<file path="config.mk">
export PLATFORM = sky130hd
export DESIGN_NAME = ebus_cycle_gen
export DESIGN_NICKNAME = d
export VERILOG_FILES = /design/src/rtl/ebus_pkg.sv /design/src/rtl/ebus_sync.sv /design/src/rtl/ebus_fsm.sv /design/src/rtl/ebus_cycle_gen.sv
export SDC_FILE = /design/constraint.sdc
export NUM_CORES = 1
export LEC_CHECK = 0
export BUFFER_PORTS_ARGS = -buffer_cell sky130_fd_sc_hd__buf_4
export CAP_MARGIN = 40
export CORE_ASPECT_RATIO = 0.7
export CORE_MARGIN = 2
export CORE_UTILIZATION = 43
export CTS_BUF_LIST = sky130_fd_sc_hd__clkbuf_4 sky130_fd_sc_hd__clkbuf_8
export DETAILED_ROUTE_END_ITERATION = 6
export GPL_ROUTABILITY_DRIVEN = 0
export HOLD_SLACK_MARGIN = 0.12
export PLACE_DENSITY = 0.78
export SLEW_MARGIN = 30
export SYNTH_ARGS = -nofsm -noshare
export SYNTH_HDL_FRONTEND = slang
export SYNTH_SLANG_ARGS = --single-unit
</file>
<file path="constraint.sdc">
create_clock -name clk -period 3.7 [get_ports clk]
set_input_delay 0.925 -clock clk [delete_from_list [all_inputs] [get_ports clk]]
set_output_delay 0.925 -clock clk [all_outputs]
set_load 0.05 [all_outputs]
</file>
<file path="src/rtl/ebus_pkg.sv">
package ebus_pkg;

    typedef enum logic [2:0] {
        ST_IDLE  = 3'd0,
        ST_SETUP = 3'd1,
        ST_PULSE = 3'd2,
        ST_HOLD  = 3'd3,
        ST_FLOAT = 3'd4
    } bus_state_e;

    localparam logic [1:0] WM_OFF    = 2'b00;
    localparam logic [1:0] WM_RSVD   = 2'b01;
    localparam logic [1:0] WM_FROZEN = 2'b10;
    localparam logic [1:0] WM_READY  = 2'b11;

endpackage

</file>
<file path="src/rtl/ebus_sync.sv">
module ebus_sync #(
    parameter int  STAGES  = 2,
    parameter logic RST_VAL = 1'b1
) (
    input  logic clk,
    input  logic rst_n,
    input  logic d_in,
    output logic q_out
);
    logic [STAGES-1:0] chain_q;

    always_ff @(posedge clk or negedge rst_n) begin
        if (!rst_n) begin
            chain_q <= {STAGES{RST_VAL}};
        end else begin
            chain_q <= {chain_q[STAGES-2:0], d_in};
        end
    end

    assign q_out = chain_q[STAGES-1];
endmodule

</file>
<file path="src/rtl/ebus_fsm.sv">
module ebus_fsm
    import ebus_pkg::*;
#(
    parameter int CNT_W = 4
) (
    input  logic             clk,
    input  logic             rst_n,
    input  logic             req_valid,
    input  logic             req_write,
    input  logic [CNT_W-1:0] rd_setup,
    input  logic [CNT_W-1:0] rd_pulse,
    input  logic [CNT_W-1:0] rd_hold,
    input  logic [CNT_W-1:0] wr_setup,
    input  logic [CNT_W-1:0] wr_pulse,
    input  logic [CNT_W-1:0] wr_hold,
    input  logic [1:0]       wait_mode,
    input  logic [CNT_W-1:0] tdf,
    input  logic             nwait_s,
    output logic             req_ready,
    output logic             accept,
    output logic             capture,
    output logic             rsp_valid,
    output logic             in_cycle,
    output logic             strobe_rd_n,
    output logic             strobe_wr_n,
    output logic             drive_en
);
    localparam logic [CNT_W-1:0] CNT_ZERO = '0;
    localparam logic [CNT_W-1:0] CNT_ONE  = {{(CNT_W-1){1'b0}}, 1'b1};

    bus_state_e       state_q, state_d;
    logic [CNT_W-1:0] cnt_q, cnt_d;
    logic             wr_q;

    logic             wr_sel;
    logic [CNT_W-1:0] s_cnt, p_cnt, h_cnt, p_m1, float_len;
    logic             wait_en, frozen, stall, pulse_done, float_pending;

    // Selected phase counts: at accept use the incoming direction.
    always_comb begin
        wr_sel    = (state_q == ST_IDLE) ? req_write : wr_q;
        s_cnt     = wr_sel ? wr_setup : rd_setup;
        p_cnt     = wr_sel ? wr_pulse : rd_pulse;
        h_cnt     = wr_sel ? wr_hold  : rd_hold;
        p_m1      = (p_cnt == CNT_ZERO) ? CNT_ZERO : p_cnt - CNT_ONE;
        float_len = (tdf > rd_hold) ? tdf - rd_hold : CNT_ZERO;
    end

    assign wait_en       = wait_mode[1];
    assign frozen        = (wait_mode == WM_FROZEN);
    assign stall         = wait_en && !nwait_s;
    assign pulse_done    = (cnt_q == CNT_ZERO) && !stall;
    assign float_pending = !wr_q && (float_len != CNT_ZERO);
    assign accept        = (state_q == ST_IDLE) && req_valid;
    assign capture       = (state_q == ST_PULSE) && pulse_done && !wr_q;

    // Next-state logic
    always_comb begin
        state_d = state_q;
        cnt_d   = cnt_q;
        unique case (state_q)
            ST_IDLE: begin
                if (req_valid) begin
                    if (s_cnt != CNT_ZERO) begin
                        state_d = ST_SETUP;
                        cnt_d   = s_cnt - CNT_ONE;
                    end else begin
                        state_d = ST_PULSE;
                        cnt_d   = p_m1;
                    end
                end
            end
            ST_SETUP: begin
                if (cnt_q == CNT_ZERO) begin
                    state_d = ST_PULSE;
                    cnt_d   = p_m1;
                end else begin
                    cnt_d = cnt_q - CNT_ONE;
                end
            end
            ST_PULSE: begin
                if (pulse_done) begin
                    if (h_cnt != CNT_ZERO) begin
                        state_d = ST_HOLD;
                        cnt_d   = h_cnt - CNT_ONE;
                    end else if (float_pending) begin
                        state_d = ST_FLOAT;
                        cnt_d   = float_len - CNT_ONE;
                    end else begin
                        state_d = ST_IDLE;
                    end
                end else if (!(frozen && stall) && cnt_q != CNT_ZERO) begin
                    cnt_d = cnt_q - CNT_ONE;
                end
            end
            ST_HOLD: begin
                if (cnt_q == CNT_ZERO) begin
                    if (float_pending) begin
                        state_d = ST_FLOAT;
                        cnt_d   = float_len - CNT_ONE;
                    end else begin
                        state_d = ST_IDLE;
                    end
                end else begin
                    cnt_d = cnt_q - CNT_ONE;
                end
            end
            ST_FLOAT: begin
                if (cnt_q == CNT_ZERO) begin
                    state_d = ST_IDLE;
                end else begin
                    cnt_d = cnt_q - CNT_ONE;
                end
            end
            default: state_d = ST_IDLE;
        endcase
    end

    // State register
    always_ff @(posedge clk or negedge rst_n) begin
        if (!rst_n) begin
            state_q   <= ST_IDLE;
            cnt_q     <= CNT_ZERO;
            wr_q      <= 1'b0;
            rsp_valid <= 1'b0;
        end else begin
            state_q   <= state_d;
            cnt_q     <= cnt_d;
            rsp_valid <= capture;
            if (accept) begin
                wr_q <= req_write;
            end
        end
    end

    // Output decode
    always_comb begin
        req_ready   = (state_q == ST_IDLE);
        in_cycle    = (state_q == ST_SETUP) || (state_q == ST_PULSE) || (state_q == ST_HOLD);
        strobe_rd_n = !((state_q == ST_PULSE) && !wr_q);
        strobe_wr_n = !((state_q == ST_PULSE) && wr_q);
        drive_en    = in_cycle && wr_q;
    end

    p_rsp_after_read_pulse_r4: assert property (@(posedge clk) disable iff (!rst_n)
        rsp_valid |-> ($past(state_q) == ST_PULSE) && !wr_q);

    p_wait_off_exit_r5: assert property (@(posedge clk) disable iff (!rst_n)
        (state_q == ST_PULSE && cnt_q == CNT_ZERO && !wait_en) |=> (state_q != ST_PULSE));

    p_frozen_stall_r6: assert property (@(posedge clk) disable iff (!rst_n)
        (state_q == ST_PULSE && frozen && !nwait_s) |=> (state_q == ST_PULSE) && $stable(cnt_q));

    p_ready_release_r7: assert property (@(posedge clk) disable iff (!rst_n)
        (state_q == ST_PULSE && cnt_q == CNT_ZERO && wait_en && nwait_s) |=> (state_q != ST_PULSE));

    p_float_read_only_r9: assert property (@(posedge clk) disable iff (!rst_n)
        (state_q == ST_FLOAT) |-> !wr_q);
endmodule

</file>
<file path="src/rtl/ebus_cycle_gen.sv">
module ebus_cycle_gen
    import ebus_pkg::*;
#(
    parameter int ADDR_W = 24,
    parameter int DATA_W = 16,
    parameter int CNT_W  = 4,
    localparam int BE_W  = DATA_W / 8
) (
    input  logic              clk,
    input  logic              rst_n,
    input  logic              req_valid,
    output logic              req_ready,
    input  logic              req_write,
    input  logic [ADDR_W-1:0] req_addr,
    input  logic [DATA_W-1:0] req_wdata,
    input  logic [BE_W-1:0]   req_be,
    output logic              rsp_valid,
    output logic [DATA_W-1:0] rsp_rdata,
    input  logic [CNT_W-1:0]  cfg_rd_setup,
    input  logic [CNT_W-1:0]  cfg_rd_pulse,
    input  logic [CNT_W-1:0]  cfg_rd_hold,
    input  logic [CNT_W-1:0]  cfg_wr_setup,
    input  logic [CNT_W-1:0]  cfg_wr_pulse,
    input  logic [CNT_W-1:0]  cfg_wr_hold,
    input  logic [1:0]        cfg_wait_mode,
    input  logic [CNT_W-1:0]  cfg_tdf,
    output logic              cfg_err,
    input  logic              nwait_in,
    output logic [ADDR_W-1:0] bus_addr,
    output logic [DATA_W-1:0] bus_dout,
    output logic              bus_doe,
    input  logic [DATA_W-1:0] bus_din,
    output logic [BE_W-1:0]   bus_nbs,
    output logic              bus_nrd,
    output logic              bus_nwe
);
    logic              nwait_s;
    logic              accept, capture, in_cycle;
    logic [ADDR_W-1:0] addr_q;
    logic [DATA_W-1:0] wdata_q, rdata_q;
    logic [BE_W-1:0]   be_q;

    ebus_sync #(.STAGES(2), .RST_VAL(1'b1)) u_wait_sync (
        .clk   (clk),
        .rst_n (rst_n),
        .d_in  (nwait_in),
        .q_out (nwait_s)
    );

    ebus_fsm #(.CNT_W(CNT_W)) u_fsm (
        .clk         (clk),
        .rst_n       (rst_n),
        .req_valid   (req_valid),
        .req_write   (req_write),
        .rd_setup    (cfg_rd_setup),
        .rd_pulse    (cfg_rd_pulse),
        .rd_hold     (cfg_rd_hold),
        .wr_setup    (cfg_wr_setup),
        .wr_pulse    (cfg_wr_pulse),
        .wr_hold     (cfg_wr_hold),
        .wait_mode   (cfg_wait_mode),
        .tdf         (cfg_tdf),
        .nwait_s     (nwait_s),
        .req_ready   (req_ready),
        .accept      (accept),
        .capture     (capture),
        .rsp_valid   (rsp_valid),
        .in_cycle    (in_cycle),
        .strobe_rd_n (bus_nrd),
        .strobe_wr_n (bus_nwe),
        .drive_en    (bus_doe)
    );

    always_ff @(posedge clk or negedge rst_n) begin
        if (!rst_n) begin
            addr_q  <= '0;
            wdata_q <= '0;
            be_q    <= '0;
            rdata_q <= '0;
        end else begin
            if (accept) begin
                addr_q  <= req_addr;
                wdata_q <= req_wdata;
                be_q    <= req_be;
            end
            if (capture) begin
                rdata_q <= bus_din;
            end
        end
    end

    always_comb begin
        bus_addr  = addr_q;
        bus_dout  = wdata_q;
        bus_nbs   = in_cycle ? ~be_q : {BE_W{1'b1}};
        rsp_rdata = rdata_q;
        cfg_err   = cfg_wait_mode[1] &&
                    ((cfg_rd_hold == '0) || (cfg_wr_hold == '0));
    end

    p_idle_quiet_r1: assert property (@(posedge clk) disable iff (!rst_n)
        req_ready |-> bus_nrd && bus_nwe && !bus_doe && (bus_nbs == {BE_W{1'b1}}));

    p_strobe_excl_r2: assert property (@(posedge clk) disable iff (!rst_n)
        !(!bus_nrd && !bus_nwe));

    p_no_contention_r3: assert property (@(posedge clk) disable iff (!rst_n)
        !(bus_doe && !bus_nrd));
endmodule

</file>
==> results.ini, run 1 <==
[status]
status=completed

[power_and_ir_drop]
p_seq_frac=0.243
cellPowerDensity_nw_per_um2=976
p_comb_frac=0.617
swShare=0.493
internal_power_w=0.00286
p_clk_frac=0.140
power.switching_w=0.00279
ir_drop_mv=0.546
leakagePower_nw=2.77
fin_total_pwr_w=0.00565

[routing]
drc=0
wl_microns=11700
wl_per_cell_microns=16.5
drt_iter0_markers=383
viasPerCell=5.45
drtPass1Iterations=5
drtAntennaViolNets=0
num_vias=3876

[synth]
synthArstFlopShare=1.00
synth_area_sq_um=4180
synthFlopType=dfrtp_1
ys_warn_count=0
postSynthCellCount=422
synth_cell_type_count=69
ys_seq_elements=69
synth_nets=527
synth_edf_count=0
ys_seq_area_frac=0.414
avgSynthCellArea_sq_um=9.89
netlist_top_cells_area=dfrtp_1, mux2_2, nand2_1
yosysTopAreaCellShare=0.402
yosysTopAreaCell=dfrtp_1

[layout]
multi_input_area_sq_um=2290
n_antenna_cell=0
layout-drive-gt1-share=0.407
fin_util=0.604
stdcell_area_sq_um=5790
nets=684
ff_latch_area_sq_um=1730
syn2layout_area_growth_pct=38.6
fillers=819

[die]
die_y_microns=86.4
coreArea_sq_um=9570
ios=157
start_util=0.436
std_cell_rows=30
die-area_sq_um=10500
dieWidth_microns=122

[timing]
fin_crit_ps=3460
fin_worst_skew_ps=10.0
hold_violations=0
tightest_slew_ps=589
final.period_utilization=0.934
grt_setup_unrepaired=false
setup_viol=0
fin_ws_ps=244
slew_headroom=0.607
max_freq_ghz=0.289
drv_slew=0
finalHoldWorstSlack_ps=355

[critical_path]
cp_cell_sequence=buf_4 -> ha_1 -> fa_1 -> nand2b_1 -> a211o_1 -> or2_2 -> ha_1 -> buf_4 -> o21ai_0 -> a31oi_1 -> o31ai_1 -> a32oi_1 -> o22ai_1 -> nand2_1
cp-end-kind=register
slowest_delay_ps=390
path_buf_inv=2
crit_type=input port to register
cp.arrival_ps=3670
crit_family=compound AO/OA/AOI/OAI gates
worst_path_max_delay_cell=fa_1
crit_fanout=5
crit_path_start_kind=input port
required_ps=3910

[global_route]
antenna_found_initial=0
grt_first_pass_wirelength_microns=18400
grt_pass1_vias=3764
grt_max_degree=52
grt.total_usage=0.221
grt.overflow.total=0

[clock_tree]
holdBufCountCts=0
cts_tree=done
clk_latency_ps=330
cts_buffers=9
cts_root_buffer=clkbuf_8
clk_pin_slew_ps=70
cts_sinks=69
post-cts-setup-buffers=0
cts-resized-gates=0
cts-htree-levels=3
clockBufferDepth=2

[min_path]
hold_path.class=register to register

[placement]
dp_hpwl_microns=9220
placed_area_sq_um=5530
io_buffers=156
post-place-ws_ps=-25.2

[flow_run]
max-cap-violations=0

[cell type report]
type / count / share of cell area
clock inverters: 6 / 0.0236
repair buffers: 166 / 0.221
clock buffers: 9 / 0.0214
well taps: 128 / 0.0277
flip-flops and latches: 69 / 0.299
multi-input cells: 314 / 0.395
inverters: 19 / 0.0123
[registers in the layout (all words and copies together) (netlist names)]
signal	count
u_fsm.rsp_valid	1
u_fsm.wr_q	1
u_wait_sync.chain_q	2
rsp_rdata	16
u_fsm.cnt_q	4
bus_addr	24
u_fsm.state_q	3
bus_dout	16
be_q	2
[power by group through the flow]
stage                     Combinational [W]  Clock [W]  Sequential, W
after floorplan                     0.00139          0        0.00238
after global placement              0.00339          0        0.00135
after detailed placement            0.00346          0        0.00138
after CTS                           0.00347   0.000811        0.00137
after global routing                0.00367   0.000844        0.00142
final                               0.00348   0.000792        0.00137
[Yosys cell counts (all sizes together), types with 2 or more instances]
cell and n:
and2 3, or3 5, nand3 7, o21ai 13, o21a 3, a211o 3
a2111oi 4, nand2b 7, nand4 4, and3 2, and3b 3, or2 4
nor3b 7, buf 6, clkbuf 14, or4b 2, o211ai 4, nor3 6
dfstp 2, mux2 46, a32oi 3, a211oi 8, o311a 2, a21oi 14
o21bai 2, a31oi 6, o22ai 2, nor4 4, xnor2 5, mux2i 9
dfrtp 67, o31ai 6, nand3b 2, ha 11, nor2b 5, nor2 20
or3b 2, inv 19, nand4b 2, nand2 72
[worst paths after layout]
kind,startpoint,endpoint,slack [ps],depth (start not counted)
max,cfg_rd_hold[0],u_fsm.cnt_q[2]$_DFFE_PN0P_,240,14
min,u_wait_sync.chain_q[0]$_DFF_PN1_,u_wait_sync.chain_q[1]$_DFF_PN1_,360,0
max reg2reg,u_fsm.state_q[1]$_DFFE_PN0P_,u_fsm.cnt_q[2]$_DFFE_PN0P_,510,11
min reg2reg,u_wait_sync.chain_q[0]$_DFF_PN1_,u_wait_sync.chain_q[1]$_DFF_PN1_,360,0
max in group asynchronous,rst_n,u_wait_sync.chain_q[0]$_DFF_PN1_,2650,2
min in group asynchronous,rst_n,bus_dout[5]$_DFFE_PN0P_,460,1
[layout by cell type (no fill, tap or decap), types with 3 or more instances in the layout]
| cell type | n |
|---|---|
| buf_4 | 164 |
| nand4_1 | 4 |
| mux2i_1 | 9 |
| o21a_1 | 3 |
| nor2b_1 | 5 |
| or3_1 | 5 |
| nor4_1 | 4 |
| and3b_1 | 3 |
| mux2_1 | 4 |
| a31oi_1 | 6 |
| nand2_1 | 71 |
| nor2_1 | 19 |
| inv_1 | 18 |
| a211oi_1 | 7 |
| a21oi_1 | 14 |
| bufinv_16 | 4 |
| mux2_2 | 41 |
| a32oi_1 | 3 |
| o31ai_1 | 5 |
| o211ai_1 | 4 |
| a211o_1 | 3 |
| nand2b_1 | 7 |
| o21ai_0 | 11 |
| nor3b_1 | 6 |
| ha_1 | 11 |
| dfrtp_1 | 67 |
| clkbuf_8 | 9 |
| nor3_1 | 6 |
| nand3_1 | 7 |
| xnor2_1 | 5 |
[metrics by stage]
| step | cells | TNS (ps) |
|---|---|---|
| final | 711 | 0 |
| after global routing | 711 | 0 |
| after CTS | 711 | 0 |
| after detailed placement | 696 | -44.8 |
| after global placement | 694 | 0 |
| after floorplan | 422 | 0 |
[cell families (layout without fill, tap and decap cells)]
group | after synthesis | in the layout | synth area share
compound gates | 82 | 82 | 0.152
fa+ha+maj | 12 | 12 | 0.0378
flops | 69 | 69 | 0.414
mux | 55 | 55 | 0.147
xor+xnor | 6 | 6 | 0.0126
simple gates | 159 | 159 | 0.198
buf+inv | 39 | 200 | 0.0390
[per-layer routing]
layer  GRT usage  share of wire  vias to the layer above
met3      0.0671          0.091                       23
met2       0.345           0.47                      189
met4      0.0627          0.020                        0
met1       0.298           0.42                     1825
met5           0              0                        -
li1            -              -                     1839
(Power assumes the default switching activity.)
==> run 2: changes to the inputs <==
--- a/config.mk
+++ b/config.mk
@@ -5,16 +5,17 @@
 export SDC_FILE = /design/constraint.sdc
 export NUM_CORES = 1
 export LEC_CHECK = 0
+export ABC_CLOCK_PERIOD_IN_PS = 3700
 export BUFFER_PORTS_ARGS = -buffer_cell sky130_fd_sc_hd__buf_4
 export CAP_MARGIN = 40
 export CORE_ASPECT_RATIO = 0.7
 export CORE_MARGIN = 2
-export CORE_UTILIZATION = 43
+export CORE_UTILIZATION = 50
 export CTS_BUF_LIST = sky130_fd_sc_hd__clkbuf_4 sky130_fd_sc_hd__clkbuf_8
 export DETAILED_ROUTE_END_ITERATION = 6
 export GPL_ROUTABILITY_DRIVEN = 0
 export HOLD_SLACK_MARGIN = 0.12
-export PLACE_DENSITY = 0.78
+export PLACE_DENSITY = 0.88
 export SLEW_MARGIN = 30
 export SYNTH_ARGS = -nofsm -noshare
 export SYNTH_HDL_FRONTEND = slang
==> run 2 against run 1 <==
  * The flow now finishes with violations (design-rule violations)
  * Sequential power about the same
  * Via count increased by 4.6%
  * Cell area decreased by 1.9%
  * Critical endpoint is now u_fsm.cnt_q[1]$_DFFE_PN0P_
  * Largest power group unchanged
==> results.ini, run 2 (synthesized netlist as in run 1, its figures left out) <==
[power_and_ir_drop]
p_comb_frac=0.636  ; was 0.617
swShare=0.512  ; was 0.493
leakagePower_nw=2.75  ; was 2.77 nW
p_clk_frac=0.106  ; was 0.140
internal_power_w=0.00266  ; was 0.00286 W
fin_total_pwr_w=0.00544  ; was 0.00565 W
cellPowerDensity_nw_per_um2=958  ; was 976 nW/um^2
power.switching_w=0.00278  ; was 0.00279 W
p_seq_frac=0.258  ; was 0.243
ir_drop_mv=0.700  ; was 0.546 mV

[layout]
ff_latch_area_sq_um=1730  ; unchanged
fin_cells=685  ; was 711
multi_input_area_sq_um=2290  ; unchanged
syn2layout_area_growth_pct=36.0  ; was 38.6%
largest_reg_flops=24  ; unchanged
layout_commonest_cell=buf_4  ; unchanged
final_cell_mix=buf_4, nand2_1, dfrtp_1  ; unchanged
nets=684  ; unchanged
layout-drive-gt1-share=0.408  ; was 0.407
fillers=609  ; was 819
n_antenna_cell=0  ; unchanged

[critical_path]
cp.arrival_ps=3660  ; was 3670 ps
crit_type=input port to register  ; unchanged
cp-end-kind=register  ; unchanged
required_ps=3910  ; about the same
crit_fanout=7  ; was 5
crit_path_start_kind=input port  ; unchanged

[die]
dieWidth_microns=113  ; was 122 microns
die-area_sq_um=9110  ; was 10500 sq um
die_y_microns=80.5  ; was 86.4 microns
coreArea_sq_um=7970  ; was 9570 sq um
ios=157  ; unchanged
std_cell_rows=27  ; was 30
start_util=0.524  ; was 0.436

[clock_tree]
clk_latency_ps=350  ; was 330 ps
cts_tree=done  ; unchanged
cts_buffers=9  ; unchanged
cts_sinks=69  ; unchanged
clk_pin_slew_ps=70  ; about the same
cts-htree-levels=3  ; unchanged
holdBufCountCts=0  ; unchanged
clockBufferDepth=2  ; unchanged
cts-resized-gates=0  ; unchanged
post-cts-setup-buffers=0  ; unchanged
cts_root_buffer=clkbuf_8  ; unchanged

[routing]
drtAntennaViolNets=0  ; unchanged
drtPass1Iterations=7  ; was 5
wl_per_cell_microns=17.9  ; was 16.5 microns
viasPerCell=5.92  ; was 5.45
num_vias=4053  ; was 3876
drc=6  ; was 0
wl_microns=12300  ; was 11700 microns
drt_iter0_markers=421  ; was 383

[timing]
setup_viol=0  ; unchanged
fin_crit_ps=3450  ; was 3460 ps
final.period_utilization=0.933  ; was 0.934
fin_worst_skew_ps=9.29  ; was 10.0 ps
slew_headroom=0.588  ; was 0.607
grt_setup_unrepaired=false  ; unchanged
drv_slew=0  ; unchanged
finalHoldWorstSlack_ps=357  ; was 355 ps
hold_violations=0  ; unchanged
tightest_slew_ps=618  ; was 589 ps
max_freq_ghz=0.290  ; was 0.289 GHz

[placement]
dp_cells=668  ; was 696
dp_hpwl_microns=9490  ; was 9220 microns
io_buffers=156  ; unchanged

[min_path]
hold_path.class=register to register  ; unchanged

[global_route]
grt.overflow.total=0  ; unchanged
grt_max_degree=70  ; was 52
grt_pass1_vias=3932  ; was 3764
grt_first_pass_wirelength_microns=19000  ; was 18400 microns
antenna_found_initial=0  ; unchanged
grt.total_usage=0.270  ; was 0.221

[flow_run]
max-cap-violations=0  ; unchanged

[status]
violations=design-rule violations
status=finished with violations  ; was completed

[run 2: metrics by stage]
step                setup TNS, ps  setup slack [ps]  instance area [sq um]   util
finish                          0               248                   5680  0.712
global route                    0               117                   5680  0.712
CTS                             0               306                   5650  0.709
detailed placement          -87.0             -81.5                   5460  0.685
global placement                0              67.4                   5440  0.683
floorplan                       0               130                   4180      -
[run 2: power groups by stage]
stage | Combinational (W) | Sequential (W) | Clock, W
5_1_grt | 0.00365 | 0.00145 | 0.000618
6_report | 0.00346 | 0.00140 | 0.000577
2_1_floorplan | 0.00139 | 0.00238 | 0
3_5_place_dp | 0.00343 | 0.00140 | 0
4_1_cts | 0.00345 | 0.00140 | 0.000590
3_3_place_gp | 0.00335 | 0.00137 | 0
[run 2: layout make-up]
cell class / instances / area share
Tap cell: 101 / 0.0223
Clock buffer: 15 / 0.0320
Multi-Input combinational cell: 314 / 0.403
Sequential cell: 69 / 0.305
Inverter: 19 / 0.0126
Clock inverter: 1 / 0.000881
Timing Repair Buffer: 166 / 0.225
[run 2: per-layer routing]
metal / track usage / share of wire / routed length, microns
met5: 0 / 0 / 0
met4: 0.106 / 0.025 / 306
met3: 0.0740 / 0.094 / 1160
met2: 0.447 / 0.49 / 6040
met1: 0.338 / 0.39 / 4780
[run 2: worst paths after layout]
check	from	slack, ps	depth (start not counted)	end
worst min register to register	u_wait_sync.chain_q[0]$_DFF_PN1_	360	0	u_wait_sync.chain_q[1]$_DFF_PN1_
worst min-delay path	u_wait_sync.chain_q[0]$_DFF_PN1_	360	0	u_wait_sync.chain_q[1]$_DFF_PN1_
max in group asynchronous	rst_n	2690	2	u_wait_sync.chain_q[0]$_DFF_PN1_
min in group asynchronous	rst_n	430	1	bus_dout[1]$_DFFE_PN0P_
worst max register to register	u_fsm.state_q[1]$_DFFE_PN0P_	350	11	u_fsm.cnt_q[2]$_DFFE_PN0P_
worst max-delay path	cfg_rd_hold[0]	250	13	u_fsm.cnt_q[1]$_DFFE_PN0P_
[run 2: worst max-delay path: stages]
cell and delay, ps:
buf_4 120, ha_1 230, fa_1 400, nand2b_1 200, a211o_1 300, or2_2 280, ha_1 270, nor2_1 130
a41oi_1 130, or2_1 320, a31oi_1 170, a211oi_1 70, a2bb2oi_1 130
==> run 3: changes to the inputs <==
--- a/config.mk
+++ b/config.mk
@@ -5,7 +5,7 @@
 export SDC_FILE = /design/constraint.sdc
 export NUM_CORES = 1
 export LEC_CHECK = 0
-export ABC_CLOCK_PERIOD_IN_PS = 3700
+export ABC_CLOCK_PERIOD_IN_PS = 3850
 export BUFFER_PORTS_ARGS = -buffer_cell sky130_fd_sc_hd__buf_4
 export CAP_MARGIN = 40
 export CORE_ASPECT_RATIO = 0.7
@@ -15,7 +15,7 @@
 export DETAILED_ROUTE_END_ITERATION = 6
 export GPL_ROUTABILITY_DRIVEN = 0
 export HOLD_SLACK_MARGIN = 0.12
-export PLACE_DENSITY = 0.88
+export PLACE_DENSITY = 0.81
 export SLEW_MARGIN = 30
 export SYNTH_ARGS = -nofsm -noshare
 export SYNTH_HDL_FRONTEND = slang
==> constraint.sdc (replaced) <==
create_clock -name clk -period 3.85 [get_ports clk]
set_input_delay 0.9625 -clock clk [delete_from_list [all_inputs] [get_ports clk]]
set_output_delay 0.9625 -clock clk [all_outputs]
set_load 0.05 [all_outputs]
==> run 3 against run 2 <==
  * The flow still finishes with violations (design-rule violations)
  * Largest cell class unchanged
  * Clock power is 15% higher
  * Register-to-register slack improved by 210 ps
  * Combinational power is 4% lower
  * Utilization up 0.60 points
  * Sequential power fell by 4%
  * Cell area grew 0.84%
  * Die area did not move
  * Total power is 2.0% lower
  * Setup slack better by 43 ps
  * Highest routed layer unchanged
==> results.ini, run 3 (synthesized netlist as in run 1, its figures left out) <==
[power_and_ir_drop]
ir_drop_mv=0.554  ; was 0.700 mV
cellPowerDensity_nw_per_um2=932  ; was 958 nW/um^2
leakagePower_nw=2.76  ; was 2.75 nW

[timing]
grt_setup_unrepaired=false  ; unchanged
hold_violations=0  ; unchanged
tightest_slew_ps=690  ; was 618 ps
fin_worst_skew_ps=7.21  ; was 9.29 ps
finalHoldWorstSlack_ps=360  ; was 357 ps
drv_slew=0  ; unchanged
fin_crit_ps=3560
setup_viol=0  ; unchanged
max_freq_ghz=0.281
slew_headroom=0.540  ; was 0.588
final.period_utilization=0.924
final.setup.tns_ps=0  ; unchanged

[clock_tree]
clk_latency_ps=340  ; was 350 ps
post-cts-setup-buffers=0  ; unchanged
cts_sinks=69  ; unchanged
cts-resized-gates=0  ; unchanged
cts_buffers=9  ; unchanged
clk_pin_slew_ps=70  ; about the same
holdBufCountCts=0  ; unchanged
cts_tree=done  ; unchanged
clockBufferDepth=2  ; unchanged
cts_root_buffer=clkbuf_8  ; unchanged
cts-htree-levels=3  ; unchanged

[global_route]
grt.overflow.total=0  ; unchanged
grt_pass1_vias=3762  ; was 3932
grt_first_pass_wirelength_microns=18500  ; was 19000 microns
antenna_found_initial=0  ; unchanged
grt_max_degree=50  ; was 70
grt.total_usage=0.257  ; was 0.270

[die]
ios=157  ; unchanged
die-area_sq_um=9110  ; unchanged
dieWidth_microns=113  ; unchanged
std_cell_rows=27  ; unchanged
coreArea_sq_um=7970  ; unchanged
start_util=0.524  ; unchanged
die_y_microns=80.5  ; unchanged

[critical_path]
path_depth=13  ; unchanged
crit_top_cell=ha_1  ; unchanged
cp_cell_sequence=buf_4 -> ha_1 -> fa_1 -> nand2b_1 -> a211o_1 -> or2_2 -> ha_1 -> nor2_1 -> a41oi_1 -> or2_1 -> a31oi_1 -> a211oi_1 -> a2bb2oi_1  ; unchanged
cp-end-kind=register  ; unchanged
required_ps=4050  ; was 3910 ps
cp.arrival_ps=3750  ; was 3660 ps
crit_family=simple AND/OR/NAND/NOR gates  ; unchanged
slowest_delay_ps=380  ; was 400 ps
worst_path_max_delay_cell=fa_1  ; unchanged
crit_path_start_kind=input port  ; unchanged
crit_fanout=7  ; unchanged
crit_type=input port to register  ; unchanged
r2r_cells=11  ; unchanged
path_buf_inv=1  ; unchanged

[placement]
io_buffers=156  ; unchanged
dp_hpwl_microns=9220  ; was 9490 microns
dp_cells=667  ; was 668

[layout]
syn2layout_area_growth_pct=37.1  ; was 36.0%
layout_commonest_cell=buf_4  ; unchanged
largest_reg_flops=24  ; unchanged
final_cell_mix=buf_4, nand2_1, dfrtp_1  ; unchanged
ff_latch_area_sq_um=1730  ; unchanged
fillers=576  ; was 609
nets=682  ; was 684
n_antenna_cell=0  ; unchanged
fin_util=0.718  ; was 0.712
multi_input_area_sq_um=2290  ; unchanged
fin_cells=683  ; was 685
layout-drive-gt1-share=0.405  ; was 0.408

[routing]
drc=6  ; unchanged
viasPerCell=5.82  ; was 5.92
wl_per_cell_microns=17.3  ; was 17.9 microns
drtAntennaViolNets=0  ; unchanged
wl_microns=11800  ; was 12300 microns
drt_iter0_markers=371  ; was 421
num_vias=3976  ; was 4053
drtPass1Iterations=7  ; unchanged

[flow_run]
max-cap-violations=0  ; unchanged

[status]
violations=design-rule violations  ; unchanged
status=finished with violations  ; unchanged

[min_path]
hold_depth=0  ; unchanged
hold_path.class=register to register  ; unchanged

-- run 3: cell count changes in the layout (fill, tap and decap cells not counted) --
cell       before  now
buf_4         164  161
buf_16          1    2
bufinv_16       0    2
clkinv_2        1    2
clkbuf_4        4    1
-- run 3: power by group --
| group | switching (W) | internal, W | total [W] |
|---|---|---|---|
| registers | 0.000269 | 0.00107 | 0.00134 |
| logic | 0.00214 | 0.00119 | 0.00333 |
| clock network | 0.000259 | 0.000405 | 0.000665 |
| total | 0.00267 | 0.00267 | 0.00533 |
-- run 3: final timing paths --
path,slack [ps],end,start
setup / recovery,290,u_fsm.cnt_q[1]$_DFFE_PN0P_,cfg_rd_hold[0]
hold / removal,360,u_wait_sync.chain_q[1]$_DFF_PN1_,u_wait_sync.chain_q[0]$_DFF_PN1_
setup reg to reg,560,u_fsm.cnt_q[1]$_DFFE_PN0P_,u_fsm.state_q[2]$_DFFE_PN0P_
hold reg to reg,360,u_wait_sync.chain_q[1]$_DFF_PN1_,u_wait_sync.chain_q[0]$_DFF_PN1_
max in group asynchronous,2770,u_wait_sync.chain_q[1]$_DFF_PN1_,rst_n
min in group asynchronous,500,rsp_rdata[6]$_DFFE_PN0P_,rst_n
-- run 3: area by class of cell --
class                           count  share of cell area
Inverter                           19              0.0125
Clock buffer                       12              0.0278
Timing Repair Buffer              164               0.224
Clock inverter                      4              0.0122
Tap cell                          101              0.0221
Multi-Input combinational cell    314               0.399
Sequential cell                    69               0.302
-- run 3: routing by layer --
layer | routed length, microns | up-vias | global-route usage
li1 | - | 1830 | -
met5 | 0 | - | 0
met1 | 5000 | 1893 | 0.348
met2 | 5460 | 218 | 0.401
met3 | 1050 | 35 | 0.0702
met4 | 275 | 0 | 0.0841
-- run 3: per-stage QoR --
stage | total power (W) | instance area (sq um) | worst slack, ps
floorplan | 0.00363 | 4180 | 242
global placement | 0.00454 | 5420 | 155
detailed placement | 0.00465 | 5500 | 11.5
CTS | 0.00533 | 5730 | 373
global route | 0.00560 | 5730 | 170
finish | 0.00533 | 5730 | 292
-- run 3: worst reg2reg max path, stage by stage (launching register included) --
cell and delay, ps:
dfrtp_1 630, or4b_1 590, nand2_1 140, mux2i_1 260, ha_1 260, nand2b_1 80
nor4_1 290, or2_1 350, o21ai_1 130, a31oi_1 210, a211oi_1 80, a2bb2oi_1 140
